$ cat src/rtl/addsub_flag_pkg.sv
package addsub_flag_pkg;

  typedef enum logic [2:0] {
    OP_ADD = 3'd0,
    OP_ADC = 3'd1,
    OP_SUB = 3'd2,
    OP_SBB = 3'd3,
    OP_INC = 3'd4,
    OP_DEC = 3'd5,
    OP_CMP = 3'd6,
    OP_NEG = 3'd7
  } addsub_op_e;

  localparam int FLAG_N  = 6;
  localparam int FLAG_CF = 0;
  localparam int FLAG_PF = 1;
  localparam int FLAG_AF = 2;
  localparam int FLAG_ZF = 3;
  localparam int FLAG_SF = 4;
  localparam int FLAG_OF = 5;

  // strobes from the control decoder to the datapath
  typedef struct packed {
    logic subtract;   // a - b instead of a + b
    logic useCarry;   // fold stored carry into the operation
    logic constOne;   // second operand is the constant one
    logic zeroFirst;  // first operand is zero, destination becomes second
  } addsub_ctrl_t;

endpackage

$ cat src/rtl/addsub_ctrl.sv
module addsub_ctrl
  import addsub_flag_pkg::*;
(
  input  logic                opValid,
  input  addsub_op_e          opSel,
  output addsub_ctrl_t        ctrl,
  output logic                destWe,
  output logic [FLAG_N-1:0]   flagWe
);

  always_comb begin
    ctrl   = '0;
    destWe = opValid;
    flagWe = opValid ? {FLAG_N{1'b1}} : '0;
    unique case (opSel)
      OP_ADD: ;
      OP_ADC: ctrl.useCarry = 1'b1;
      OP_SUB: ctrl.subtract = 1'b1;
      OP_SBB: begin
        ctrl.subtract = 1'b1;
        ctrl.useCarry = 1'b1;
      end
      OP_INC: begin
        ctrl.constOne = 1'b1;
        flagWe[FLAG_CF] = 1'b0;
      end
      OP_DEC: begin
        ctrl.constOne = 1'b1;
        ctrl.subtract = 1'b1;
        flagWe[FLAG_CF] = 1'b0;
      end
      OP_CMP: begin
        ctrl.subtract = 1'b1;
        destWe = 1'b0;
      end
      OP_NEG: begin
        ctrl.subtract  = 1'b1;
        ctrl.zeroFirst = 1'b1;
      end
      default: ;
    endcase
  end

endmodule

$ cat src/rtl/addsub_datapath.sv
module addsub_datapath
  import addsub_flag_pkg::*;
#(
  parameter int DATA_W = 32
) (
  input  addsub_ctrl_t        ctrl,
  input  logic [1:0]          sizeSel,
  input  logic [DATA_W-1:0]   dstVal,
  input  logic [DATA_W-1:0]   srcVal,
  input  logic                carryIn,
  output logic [DATA_W-1:0]   result,
  output logic [FLAG_N-1:0]   flagNew
);

  localparam int LANE_N  = 3;
  localparam int QUART_W = DATA_W / 4;

  logic [LANE_N-1:0]  laneCarry, laneSignA, laneSignB, laneSignR;
  logic [DATA_W-1:0]  laneMask [LANE_N];
  logic [1:0]         laneIdx;
  logic [DATA_W-1:0]  widthMask, opA, opB;
  logic [DATA_W:0]    sumFull;
  logic               ci, signA, signB, signR;

  assign laneIdx   = (sizeSel == 2'd3) ? 2'd2 : sizeSel;
  assign widthMask = laneMask[laneIdx];

  assign opA = ctrl.zeroFirst ? '0 : (dstVal & widthMask);
  assign opB = ctrl.constOne  ? DATA_W'(1)
             : ((ctrl.zeroFirst ? dstVal : srcVal) & widthMask);
  assign ci  = ctrl.useCarry & carryIn;

  always_comb begin
    if (ctrl.subtract)
      sumFull = {1'b0, opA} - {1'b0, opB} - (DATA_W + 1)'(ci);
    else
      sumFull = {1'b0, opA} + {1'b0, opB} + (DATA_W + 1)'(ci);
  end

  assign result = sumFull[DATA_W-1:0] & widthMask;

  // one tap set per supported width: 1/4, 1/2 and full data width
  for (genvar g = 0; g < LANE_N; g++) begin : g_lane
    localparam int LW = QUART_W << g;
    assign laneMask[g]  = {{(DATA_W - LW){1'b0}}, {LW{1'b1}}};
    assign laneCarry[g] = sumFull[LW];
    assign laneSignA[g] = opA[LW-1];
    assign laneSignB[g] = opB[LW-1];
    assign laneSignR[g] = sumFull[LW-1];
  end

  assign signA = laneSignA[laneIdx];
  assign signB = laneSignB[laneIdx];
  assign signR = laneSignR[laneIdx];

  always_comb begin
    flagNew          = '0;
    flagNew[FLAG_CF] = laneCarry[laneIdx];
    flagNew[FLAG_PF] = ~^result[7:0];
    flagNew[FLAG_AF] = opA[4] ^ opB[4] ^ sumFull[4];
    flagNew[FLAG_ZF] = (result == '0);
    flagNew[FLAG_SF] = signR;
    flagNew[FLAG_OF] = ctrl.subtract ? ((signA != signB) && (signR != signA))
                                     : ((signA == signB) && (signR != signA));
  end

endmodule

$ cat src/rtl/addsub_flag_unit.sv
module addsub_flag_unit
  import addsub_flag_pkg::*;
#(
  parameter int DATA_W = 32
) (
  input  logic              clk,
  input  logic              rstN,
  input  logic              opValid,
  input  logic [2:0]        opCode,
  input  logic [1:0]        sizeSel,
  input  logic [DATA_W-1:0] dstVal,
  input  logic [DATA_W-1:0] srcVal,
  output logic [DATA_W-1:0] result,
  output logic              destWe,
  output logic [5:0]        flagNew,
  output logic [5:0]        flagWe,
  output logic [5:0]        flagQ
);

  localparam int QUART_W = DATA_W / 4;

  addsub_op_e   opSel;
  addsub_ctrl_t ctrl;

  assign opSel = addsub_op_e'(opCode);

  addsub_ctrl u_ctrl (
    .opValid (opValid),
    .opSel   (opSel),
    .ctrl    (ctrl),
    .destWe  (destWe),
    .flagWe  (flagWe)
  );

  addsub_datapath #(.DATA_W(DATA_W)) u_dp (
    .ctrl    (ctrl),
    .sizeSel (sizeSel),
    .dstVal  (dstVal),
    .srcVal  (srcVal),
    .carryIn (flagQ[FLAG_CF]),
    .result  (result),
    .flagNew (flagNew)
  );

  always_ff @(posedge clk or negedge rstN) begin
    if (!rstN) begin
      flagQ <= '0;
    end else begin
      for (int i = 0; i < FLAG_N; i++)
        if (flagWe[i]) flagQ[i] <= flagNew[i];
    end
  end

  // stepping by one never disturbs the stored carry
  a_r4_carry_held: assert property (@(posedge clk) disable iff (!rstN)
    opValid && (opSel == OP_INC || opSel == OP_DEC)
      |=> flagQ[FLAG_CF] == $past(flagQ[FLAG_CF]));

  // compare writes flags but not the destination
  a_r5_cmp_no_write: assert property (@(posedge clk) disable iff (!rstN)
    opValid && opSel == OP_CMP |-> !destWe && flagWe == 6'h3f);

  // idle cycles leave the stored flags alone
  a_r10_idle_hold: assert property (@(posedge clk) disable iff (!rstN)
    !opValid |=> $stable(flagQ));

  // byte-wide results carry nothing above the byte
  a_r1_upper_zero: assert property (@(posedge clk) disable iff (!rstN)
    sizeSel == 2'd0 |-> result[DATA_W-1:QUART_W] == '0);

  // zero flag agrees with the result bus
  a_r7_zero_flag: assert property (@(posedge clk) disable iff (!rstN)
    opValid |-> flagNew[FLAG_ZF] == (result == '0));

  // negating zero yields zero without a borrow
  a_r6_neg_zero: assert property (@(posedge clk) disable iff (!rstN)
    opValid && opSel == OP_NEG && dstVal == '0
      |-> result == '0 && !flagNew[FLAG_CF]);

endmodule

$ cat config.mk
export PLATFORM = sky130hd
export DESIGN_NAME = addsub_flag_unit
export DESIGN_NICKNAME = d
export VERILOG_FILES = /design/src/rtl/addsub_flag_pkg.sv /design/src/rtl/addsub_ctrl.sv /design/src/rtl/addsub_datapath.sv /design/src/rtl/addsub_flag_unit.sv
export SDC_FILE = /design/constraint.sdc
export NUM_CORES = 1
export LEC_CHECK = 0
export BUFFER_PORTS_ARGS = -buffer_cell sky130_fd_sc_hd__buf_2
export CAP_MARGIN = 25
export CORE_UTILIZATION = 51
export CTS_CLUSTER_DIAMETER = 50
export CTS_CLUSTER_SIZE = 8
export DETAILED_ROUTE_END_ITERATION = 10
export GPL_TIMING_DRIVEN = 0
export HOLD_SLACK_MARGIN = 0.08
export PLACE_DENSITY = 0.77
export SKIP_CTS_REPAIR_TIMING = 1
export SLEW_MARGIN = 25
export SYNTH_ARGS = -nofsm -noshare
export SYNTH_HDL_FRONTEND = slang
export SYNTH_SLANG_ARGS = --single-unit
$ cat constraint.sdc
create_clock -name clk -period 6.4 [get_ports clk]
set_input_delay 0.64 -clock clk [delete_from_list [all_inputs] [get_ports clk]]
set_output_delay 0.64 -clock clk [all_outputs]
set_load 0.1 [all_outputs]
# ---- After elaboration in Yosys (flattened, before gate mapping)
# Cells that the tools add are included.
dict set report totals {
  ff_bits 6
  input_bits 72
}
dict set report classes {
  addsub 4
  magnitude_cmp 2
  eq_ne 11
  mux 24
  n_bitwise 7
  n_reduce_logical 7
}
# operator count
set ops {}
lappend ops {{two-way mux 32 bit} 5}
lappend ops {{bitwise AND 32 bit} 3}
lappend ops {{binary-select mux 32 bit (select 2 bit)} 1}
lappend ops {{adder 32 x 32 -> 33 bit} 1}
lappend ops {{adder 33 x 1 -> 33 bit} 1}
lappend ops {{two-way mux 33 bit} 1}
lappend ops {{subtractor 32 x 32 -> 33 bit} 1}
lappend ops {{subtractor 33 x 1 -> 33 bit} 1}
lappend ops {{zero test 32 bit} 1}
lappend ops {{== test 3 bit (second input constant)} 4}
lappend ops {{two-way mux 1 bit} 11}
lappend ops {{binary-select mux 1 bit (select 2 bit)} 4}
lappend ops {{XNOR reduction 8 bit} 1}
lappend ops {{== test 3 x 2 -> 1 bit (second input constant)} 2}
lappend ops {{two-way mux 6 bit} 1}
lappend ops {{OR reduction 5 bit} 1}
lappend ops {{OR reduction 2 bit} 2}
lappend ops {{== test 3 x 1 -> 1 bit (second input constant)} 1}
lappend ops {{>= comparator 3 bit (second input constant)} 1}
lappend ops {{< comparator 2 x 3 -> 1 bit (second input constant)} 1}
lappend ops {{NOT 2 -> 3 bit} 1}
lappend ops {{== test 2 bit (second input constant)} 1}
lappend ops {{logical AND 1 bit} 2}
lappend ops {{two-way mux 2 bit} 1}
lappend ops {{other kinds (4)} 6}

# ---- Depth between registers and ports, before layout
# Gate-level depths: netlist of run 1.
dict set report depth {
  word_depth 16
  ltp_mapped 22
  mapped_depth_nobuf 21
}

# ---- By module
# Synthesis of run 1 repeated with hierarchy kept, for this count alone.
dict set report unflattened {
  hier_cells 831
  hier_area_um2 5776.8
}
# mod n_inst cells_each area_per_inst_um2 seq_area_each_um2
set modules_own_cells {}
lappend modules_own_cells {addsub_datapath 1 807 5452.7 0.0}
lappend modules_own_cells {addsub_flag_unit 1 12 240.2 150.1}
lappend modules_own_cells {addsub_ctrl 1 12 83.8 0.0}

# ---- Worst setup path after synthesis of run 1
# OpenSTA, ideal clock, no wires.
dict set report synth_timing {
  path_kind {input to output}
  startpoint {in sizeSel[1]}
  endpoint {out flagNew[3]}
  arrival_ns 7.361
  setup_slack_ns -1.601
  cell_stages 20
  path_buffers 4
  path_cell_list {clkbuf_1 > inv_1 > clkbuf_1 > nor2_1 > clkbuf_1 > nand2_1 > ha_1 > inv_1 > ha_1 > clkbuf_1 > nand2_1 > nor3_1 > nand3_1 > a211oi_1 > o21ai_0 > nand4_1 > nand4_1 > a221oi_1 > o2111ai_1 > nor3_1}
}
dict set report synth_via {
  elab_chain_len 13
  elab_cells_between_ends 17
  cone_classes {add/sub: 4; eq/ne: 1; mux: 7; bitwise: 4; reduce/logical: 1}
}
# item line
set synth_lines {}
lappend synth_lines {{start: declaration} addsub_flag_unit.sv:10} ;# input logic [1:0] sizeSel,
lappend synth_lines {{== test 2 bit} addsub_datapath.sv:25} ;# assign laneIdx = (sizeSel == 2'd3) ? 2'd2 : sizeSel;
lappend synth_lines {{two-way mux 2 bit (*)} addsub_datapath.sv:25}
lappend synth_lines {{NOT 2 -> 3 bit (implied by the code) (*)} addsub_datapath.sv:26} ;# assign widthMask = laneMask[laneIdx];
lappend synth_lines {{binary-select mux 32 bit (select 2 bit) (*)} addsub_datapath.sv:26}
lappend synth_lines {{two-way mux 32 bit (implied by the code) (*) (2 in a row)} addsub_datapath.sv:26}
lappend synth_lines {{bitwise AND 32 bit (on tied branches)} {addsub_datapath.sv:28, addsub_datapath.sv:30}}
lappend synth_lines {{two-way mux 32 bit (on tied branches)} {addsub_datapath.sv:28, addsub_datapath.sv:29}}
lappend synth_lines {{adder 32 x 32 -> 33 bit or subtractor 32 x 32 -> 33 bit (tied branches)} {addsub_datapath.sv:37, addsub_datapath.sv:35}}
lappend synth_lines {{adder 33 x 1 -> 33 bit or subtractor 33 x 1 -> 33 bit (tied branches)} {addsub_datapath.sv:37, addsub_datapath.sv:35}}
lappend synth_lines {{two-way mux 33 bit} addsub_datapath.sv:34} ;# if (ctrl.subtract)
lappend synth_lines {{bitwise AND 32 bit (*)} addsub_datapath.sv:40} ;# assign result = sumFull[DATA_W-1:0] & widthMask;
lappend synth_lines {{via result[24]} addsub_flag_unit.sv:13} ;# output logic [DATA_W-1:0] result,
lappend synth_lines {{zero test 32 bit (*)} addsub_datapath.sv:61} ;# flagNew[FLAG_ZF] = (result == '0);
lappend synth_lines {{end: declaration} addsub_flag_unit.sv:15} ;# output logic [5:0] flagNew,
# Mark *: on every way through the listed nets, which the timed path passes. The rest lies on a longest branch. The select of a mux whose other input is x is not followed.

# ---- Worst setup path after layout of run 1
dict set report layout_timing {
  startpoint {in sizeSel[0]}
  endpoint {out flagNew[5]}
}
dict set report layout_via {
  elab_chain_len 16
  elab_cells_between_ends 27
  cone_classes {add/sub: 4; eq/ne: 4; mux: 14; bitwise: 3; reduce/logical: 2}
}
# item line
set layout_lines {}
lappend layout_lines {{== test 2 bit} addsub_datapath.sv:25}
lappend layout_lines {{two-way mux 2 bit (*)} addsub_datapath.sv:25}
lappend layout_lines {{NOT 2 -> 3 bit (implied by the code)} addsub_datapath.sv:26}
lappend layout_lines {{binary-select mux 32 bit (select 2 bit)} addsub_datapath.sv:26}
lappend layout_lines {{two-way mux 32 bit (implied by the code) (2 in a row)} addsub_datapath.sv:26}
lappend layout_lines {{bitwise AND 32 bit (on tied branches)} {addsub_datapath.sv:28, addsub_datapath.sv:30}}
lappend layout_lines {{two-way mux 32 bit (on tied branches)} {addsub_datapath.sv:28, addsub_datapath.sv:29}}
lappend layout_lines {{adder 32 x 32 -> 33 bit or subtractor 32 x 32 -> 33 bit (tied branches)} {addsub_datapath.sv:37, addsub_datapath.sv:35}}
lappend layout_lines {{adder 33 x 1 -> 33 bit or subtractor 33 x 1 -> 33 bit (tied branches)} {addsub_datapath.sv:37, addsub_datapath.sv:35}}
lappend layout_lines {{two-way mux 33 bit} addsub_datapath.sv:34}
lappend layout_lines {{binary-select mux 1 bit (select 2 bit)} addsub_datapath.sv:54} ;# assign signR = laneSignR[laneIdx];
lappend layout_lines {{two-way mux 1 bit (implied by the code)} addsub_datapath.sv:54}
lappend layout_lines {{inequality test 1 bit} {addsub_datapath.sv:63, addsub_datapath.sv:64}}
lappend layout_lines {{logical AND 1 bit (on tied branches)} {addsub_datapath.sv:64, addsub_datapath.sv:63}}
lappend layout_lines {{two-way mux 1 bit (*)} addsub_datapath.sv:63} ;# flagNew[FLAG_OF] = ctrl.subtract ? ((signA != signB) && (signR != signA))
# Mark *: on every way between the ends. The rest lies on a longest branch, timed or not. The select of a mux whose other input is x is not followed.

==> out/qor.yml, run 1 <==
max_cap_violations: 0
io_pins: 123
clk_path_buf_depth: 2
synth_cells: 925
arrival_ns: 5.53
status: "complete, no violations"
syn_area_per_cell_um2: 6.481
power.leakage_nw: 3.606
dieWidth_um: 110.4
syn_area_mm2: 0.005994
worst_setup_path_start_kind: "primary input"
n_fill_cell: 1146
dp_slack_ns: -0.1598
fin_crit_ns: 6.167
die_area_mm2: 0.01219
internal_power_mw: 0.5983
grt_first_pass_wirelength_um: 33090
num_antenna_cells: 0
antenna_found_initial: 0
grt_pass1_vias: 6569
whs_ns: 0.2335
fin_ws_ns: 0.2328
peakVddDrop_mv: 0.7982
cts_sinks: 6
yosys.area_share.adder_pct: 21.16
power_switching_mw: 1.374
routed_via_density: 6.043
worstHoldPathType: "in -> async"
finClkSkew_ns: 0.0003753
grt_usage_pct: 32.89
clkPwrFrac_pct: 5.0
layout-drive-gt1-share_pct: 16.06
ys.flop_type: "dfrtp_1"
synth_compound_area_share_pct: 30.31
synth.distinct_cells: 68
max-slew-margin-rel_pct: 44.06
vias: 7185
grt_max_degree: 11
nNetsFinal: 1219
synth_nets: 1096
swShare_pct: 69.66
synthMuxAreaShare_pct: 3.131
drt-total-wl_um: 21030
critical_path.max_fanout: 10
finalPower_mw: 1.972
async_flop_share_pct: 100.0
ys_ff_latch: 6
pwr-share-comb_pct: 92.0
setup_violations: 0
synth-xor-area-share_pct: 6.721
firstDrtPassIters: 5
synth_top_family_by_area: "compound AO/OA/AOI/OAI gates"
power_frac_seq_pct: 2.9
clk-insertion-delay-late_ns: 0.22
end_kind: "output pin"
core.rowCount: 39
synth_enable_flop_cells: 0
rsz0062_at_grt: "no"
utilization_pct: 60.50
remaining_drc_errors: 0
gr-total-overflow: 0
yosys.area.top_type: "ha_1"
crit_required_ns: 5.76
synth_most_common_cell: "nand2_1"
crit_type: "in -> out"
die_y_um: 110.4
cts_buffers: 3
power_density_mw_per_mm2: 285.5
core_mm2: 0.01142
root_buffer: "clkbuf_16"
synth-simple-area-share_pct: 26.09
tritoncts: "yes"
hold_violations: 0
fmax_ghz: 0.1621
r2r_cells: 16
portBuffers: 119
syn_to_final_growth_pct: 15.24
reg.largest.list: "flagQ x6"
antenna_left: 0
finalCritPeriodShare_pct: 96.36
synth_top_cells_by_count: "nand2_1 (132), inv_1 (108), ha_1 (95), a21oi_1 (91), nor2_1 (73)"
drt-initial-drc-count: 807
seq_area_frac_synth_pct: 2.505
synth_top_area_share_pct: 19.83
tightest_slew_ns: 0.8180
wl_per_cell_um: 17.69
start_util_pct: 52.50
hpwl_um: 17520
regMostFlops: "flagQ"
clk_pin_slew_ns: 0.03
gp_congestion: 0.9974
cts_max_level: 1
largest_register_ffs: 6
yosysWarningCount: 0
synth_top_cells_by_area: "ha_1 (20%), nand2_1 (8.3%), a21oi_1 (7.6%)"
maxSlewViolCount: 0
[cell type report]
type	count	area, um^2	share of cell area [%]
Clock buffer	3	75.07	1.087
Inverter	108	405.4	5.869
Sequential cell	6	150.1	2.174
Tap cell	143	178.9	2.590
Buffer	43	205.2	2.970
Timing Repair Buffer	119	603.1	8.730
Multi-Input combinational cell	767	5290	76.58
[routing by layer]
layer	part of all wire (%)	global-route usage, %	vias to the layer above
met5	0	0	-
met2	44	52.75	400
li1	-	-	3483
met1	45	46.49	3254
met4	2.6	8.267	0
met3	9.1	3.842	48
[power by group through the flow]
stage | clock network, mW | logic (mW) | registers [mW]
after floorplan | 0 | 1.38 | 0.128
after global placement | 0 | 1.76 | 0.0580
after detailed placement | 0 | 1.77 | 0.0575
after CTS | 0.101 | 1.78 | 0.0577
after global routing | 0.104 | 1.92 | 0.0589
final | 0.0993 | 1.82 | 0.0577
[kinds of logic after synthesis]
group / count (synthesis)
muxes: 18
AOI/OAI and AO/OA: 272
buffers and inverters: 152
adders and majority gates: 99
DFF: 6
xor gates and xnor gates: 46
and+or+nand+nor: 332
[cells in the final DEF (no fill, tap or decap), types with 12 or more instances in the layout]
master / n
and2_1: 17
a21oi_1: 87
nand4_1: 12
a21o_1: 20
nand2_1: 131
xnor2_1: 26
and3_1: 22
o21ai_0: 47
clkbuf_1: 26
xor2_1: 19
nor2b_1: 12
ha_1: 95
inv_1: 108
nor2_1: 73
nand3_1: 16
o21a_1: 15
buf_2: 116
nor3_1: 14
[metrics by stage]
step,cells,area [um^2],TNS (ns)
after floorplan,925,6022,-0.2098
after global placement,1187,6797,-0.2171
after detailed placement,1187,6797,-0.3136
after CTS,1190,6872,-0.3688
after global routing,1189,6908,0
final,1189,6908,0
[worst max-delay path, stage by stage]
cell and delay (ns):
clkbuf_1 0.31, or2_2 0.18, clkbuf_1 0.29, clkbuf_2 0.30, and3_1 0.22, ha_1 0.31
ha_1 0.42, a211oi_1 0.31, o21bai_1 0.13, or4_1 0.48, o21a_1 0.17, o211a_1 0.17
nand2b_1 0.19, a2111oi_4 0.49, o31a_2 0.29, mux2i_2 0.26, clkbuf_4 0.37
[worst paths after layout]
| check | end | startpoint | slack, ns |
|---|---|---|---|
| max | flagNew[5] | sizeSel[0] | 0.23 |
| min | flagQ[2] | rstN | 0.23 |
| max reg2reg | flagQ[3] | flagQ[0] | 1.91 |
| min reg2reg | flagQ[5] | flagQ[5] | 0.50 |
| max in group asynchronous | flagQ[5] | rstN | 6.02 |
| min in group clk | flagQ[5] | flagQ[5] | 0.50 |
(Power assumes the default switching activity.)
==> inputs of run 2 (changes only) <==
Settings changed: BUFFER_PORTS_ARGS -buffer_cell sky130_fd_sc_hd__buf_2 to not set, DONT_BUFFER_PORTS set to 1, PLACE_DENSITY 0.77 to 0.68, TNS_END_PERCENT set to 50.
==> run 2 against run 1 <==
Effect of this change:
- die area is the same
- largest power group unchanged
- clock skew increased by 0.00081 ns
- power is 5.4% higher
- highest routed layer unchanged
- routed wire length shrank 0.90%
- largest cell class unchanged
- global-route usage decreased by 0.22 points
- core utilization fell by 0.26 points
==> out/qor.yml, run 2 (synthesized netlist as in run 1, its figures left out) <==
status: "complete, no violations"  # unchanged
cts_max_level: 1  # unchanged
end_kind: "output pin"  # unchanged
grt_usage_pct: 32.66  # was 32.89%
timing.rr.end: "flagQ[3]"  # unchanged
drt-initial-drc-count: 689  # was 807
core_mm2: 0.01142  # unchanged
io_pins: 123  # unchanged
clk_pin_slew_ns: 0.03  # about the same
root_buffer: "clkbuf_16"  # unchanged
grt_first_pass_wirelength_um: 32780  # was 33090 um
num_antenna_cells: 0  # unchanged
finalCritPeriodShare_pct: 98.44  # was 96.36%
routed_via_density: 6.214  # was 6.043
start_util_pct: 52.50  # unchanged
syn_to_final_growth_pct: 14.74  # was 15.24%
die_y_um: 110.4  # unchanged
layout-drive-gt1-share_pct: 12.10  # was 16.06%
arrival_ns: 5.66  # was 5.53 ns
power.leakage_nw: 3.274  # was 3.606 nW
vias: 6742  # was 7185
tritoncts: "yes"  # unchanged
reg.largest.list: "flagQ x6"  # unchanged
setup_violations: 0  # unchanged
hold_violations: 0  # unchanged
gp_congestion: 1.012  # was 0.9974
die_area_mm2: 0.01219  # unchanged
regMostFlops: "flagQ"  # unchanged
worst_setup_path_start_kind: "primary input"  # unchanged
reg2reg_from: "flagQ[0]"  # unchanged
grt_max_degree: 11  # unchanged
clk_path_buf_depth: 2  # unchanged
antenna_left: 0  # unchanged
layout_common_cells: "nand2_1 (131), inv_1 (107), a21oi_1 (87)"  # was nand2_1 (131), buf_2 (116), inv_1 (108)
numPlacedInstances: 1083  # was 1187
max_cap_violations: 0  # unchanged
dp_slack_ns: -0.7403  # was -0.1598 ns
fmax_ghz: 0.1587  # was 0.1621 GHz
portBuffers: 0  # was 119
firstDrtPassIters: 7  # was 5
crit_type: "in -> out"  # unchanged
hpwl_um: 17320  # was 17520 um
nNetsFinal: 1115  # was 1219
core.rowCount: 39  # unchanged
cts_sinks: 6  # unchanged
crit_required_ns: 5.76  # about the same
critical_path.max_fanout: 10  # unchanged
fin_crit_ns: 6.300  # was 6.167 ns
power_density_mw_per_mm2: 302.3  # was 285.5 mW/mm^2
gr-total-overflow: 0  # unchanged
dieWidth_um: 110.4  # unchanged
antenna_found_initial: 0  # unchanged
fin_ws_ns: 0.09988  # was 0.2328 ns
grt_pass1_vias: 6319  # was 6569
worstHoldPathType: "in -> async"  # unchanged
clk-insertion-delay-late_ns: 0.23  # was 0.22 ns
remaining_drc_errors: 0  # unchanged
drt-total-wl_um: 20850  # was 21030 um
finClkSkew_ns: 0.001189  # was 0.0003753 ns
cts_buffers: 3  # unchanged
wl_per_cell_um: 19.21  # was 17.69 um
largest_register_ffs: 6  # unchanged
tightest_slew_ns: 1.099  # was 0.8180 ns
r2r_cells: 18  # was 16
r2r_slack_ns: 1.82  # was 1.91 ns
stdcell_count: 1085  # was 1189
final_common_cell: "nand2_1"  # unchanged
maxSlewViolCount: 0  # unchanged
max-slew-margin-rel_pct: 26.65  # was 44.06%
peakVddDrop_mv: 0.7609  # was 0.7982 mV
run 2: cell count changes in the layout (fill, tap and decap cells not counted), moves of 4 or more:
cell	delta
nor2_1	-8
clkbuf_1	-12
buf_16	+8
ha_1	-15
nor2_2	+8
buf_2	-115
buf_4	+4
ha_2	+14
buf_1	+5
run 2: how the worst max path moves through the flow:
stage                           from         end  slack [ns]
after floorplan           sizeSel[1]  flagNew[3]       -0.21
after global placement    sizeSel[1]  flagNew[3]       -1.75
after detailed placement  sizeSel[1]  flagNew[3]       -0.74
after CTS                 sizeSel[1]  flagNew[3]       -0.76
after global routing      sizeSel[1]  flagNew[3]       -0.02
final                     sizeSel[1]  flagNew[3]         0.1
run 2: area by class of cell:
class	count	area, um^2
inverters	108	409.1
well taps	143	178.9
multi-input cells	767	5559
repair buffers	20	302.8
plain buffers	38	202.7
clock buffers	3	75.07
fillers	1108	4541
flip-flops and latches	6	150.1
run 2: power breakdown:
group | internal [mW] | switching (mW) | leakage, nW
Combinational | 0.537 | 1.31 | 3.16
Clock | 0.0802 | 0.0206 | 0.0370
Sequential | 0.0491 | 0.0811 | 0.0741
Total | 0.667 | 1.41 | 3.27
run 2: metrics by stage:
step	utilization [%]	hold WS, ns	instance area (um^2)	total power, mW	TNS (ns)
6_report	60.23	0.1092	6878	2.079	0
5_1_grt	60.23	0.1043	6878	2.190	-0.01948
4_1_cts	58.65	0.1076	6696	2.014	-0.9840
3_5_place_dp	57.99	0.3445	6621	1.906	-0.9218
3_3_place_gp	54.27	0.3446	6197	1.725	-9.404
2_1_floorplan	-	0.3444	6018	1.511	-0.3193
run 2: critical path, cell delays in order:
cell and delay [ns]:
clkbuf_2 0.19, or2_2 0.33, clkbuf_1 0.20, clkbuf_4 0.25, and3_1 0.22, ha_2 0.40, ha_2 0.34, a21o_1 0.22
a21o_1 0.19, a21oi_1 0.13, o21a_1 0.16, o221ai_1 0.16, xnor2_1 0.30, o22ai_4 0.13, buf_16 0.20, buf_1 0.12
nor4_2 0.37, o2111ai_2 0.23, nor3_4 0.84
run 2: layer usage:
layer  vias up  part of all wire (%)  track usage [%]  wire length, um
li1       3285                     -                -                -
met1      3115                    45            45.77             9377
met2       319                    45            54.12             9412
met3        23                   8.5            4.555             1772
met4         0                   1.4            4.444              283
met5         -                     0                0                0
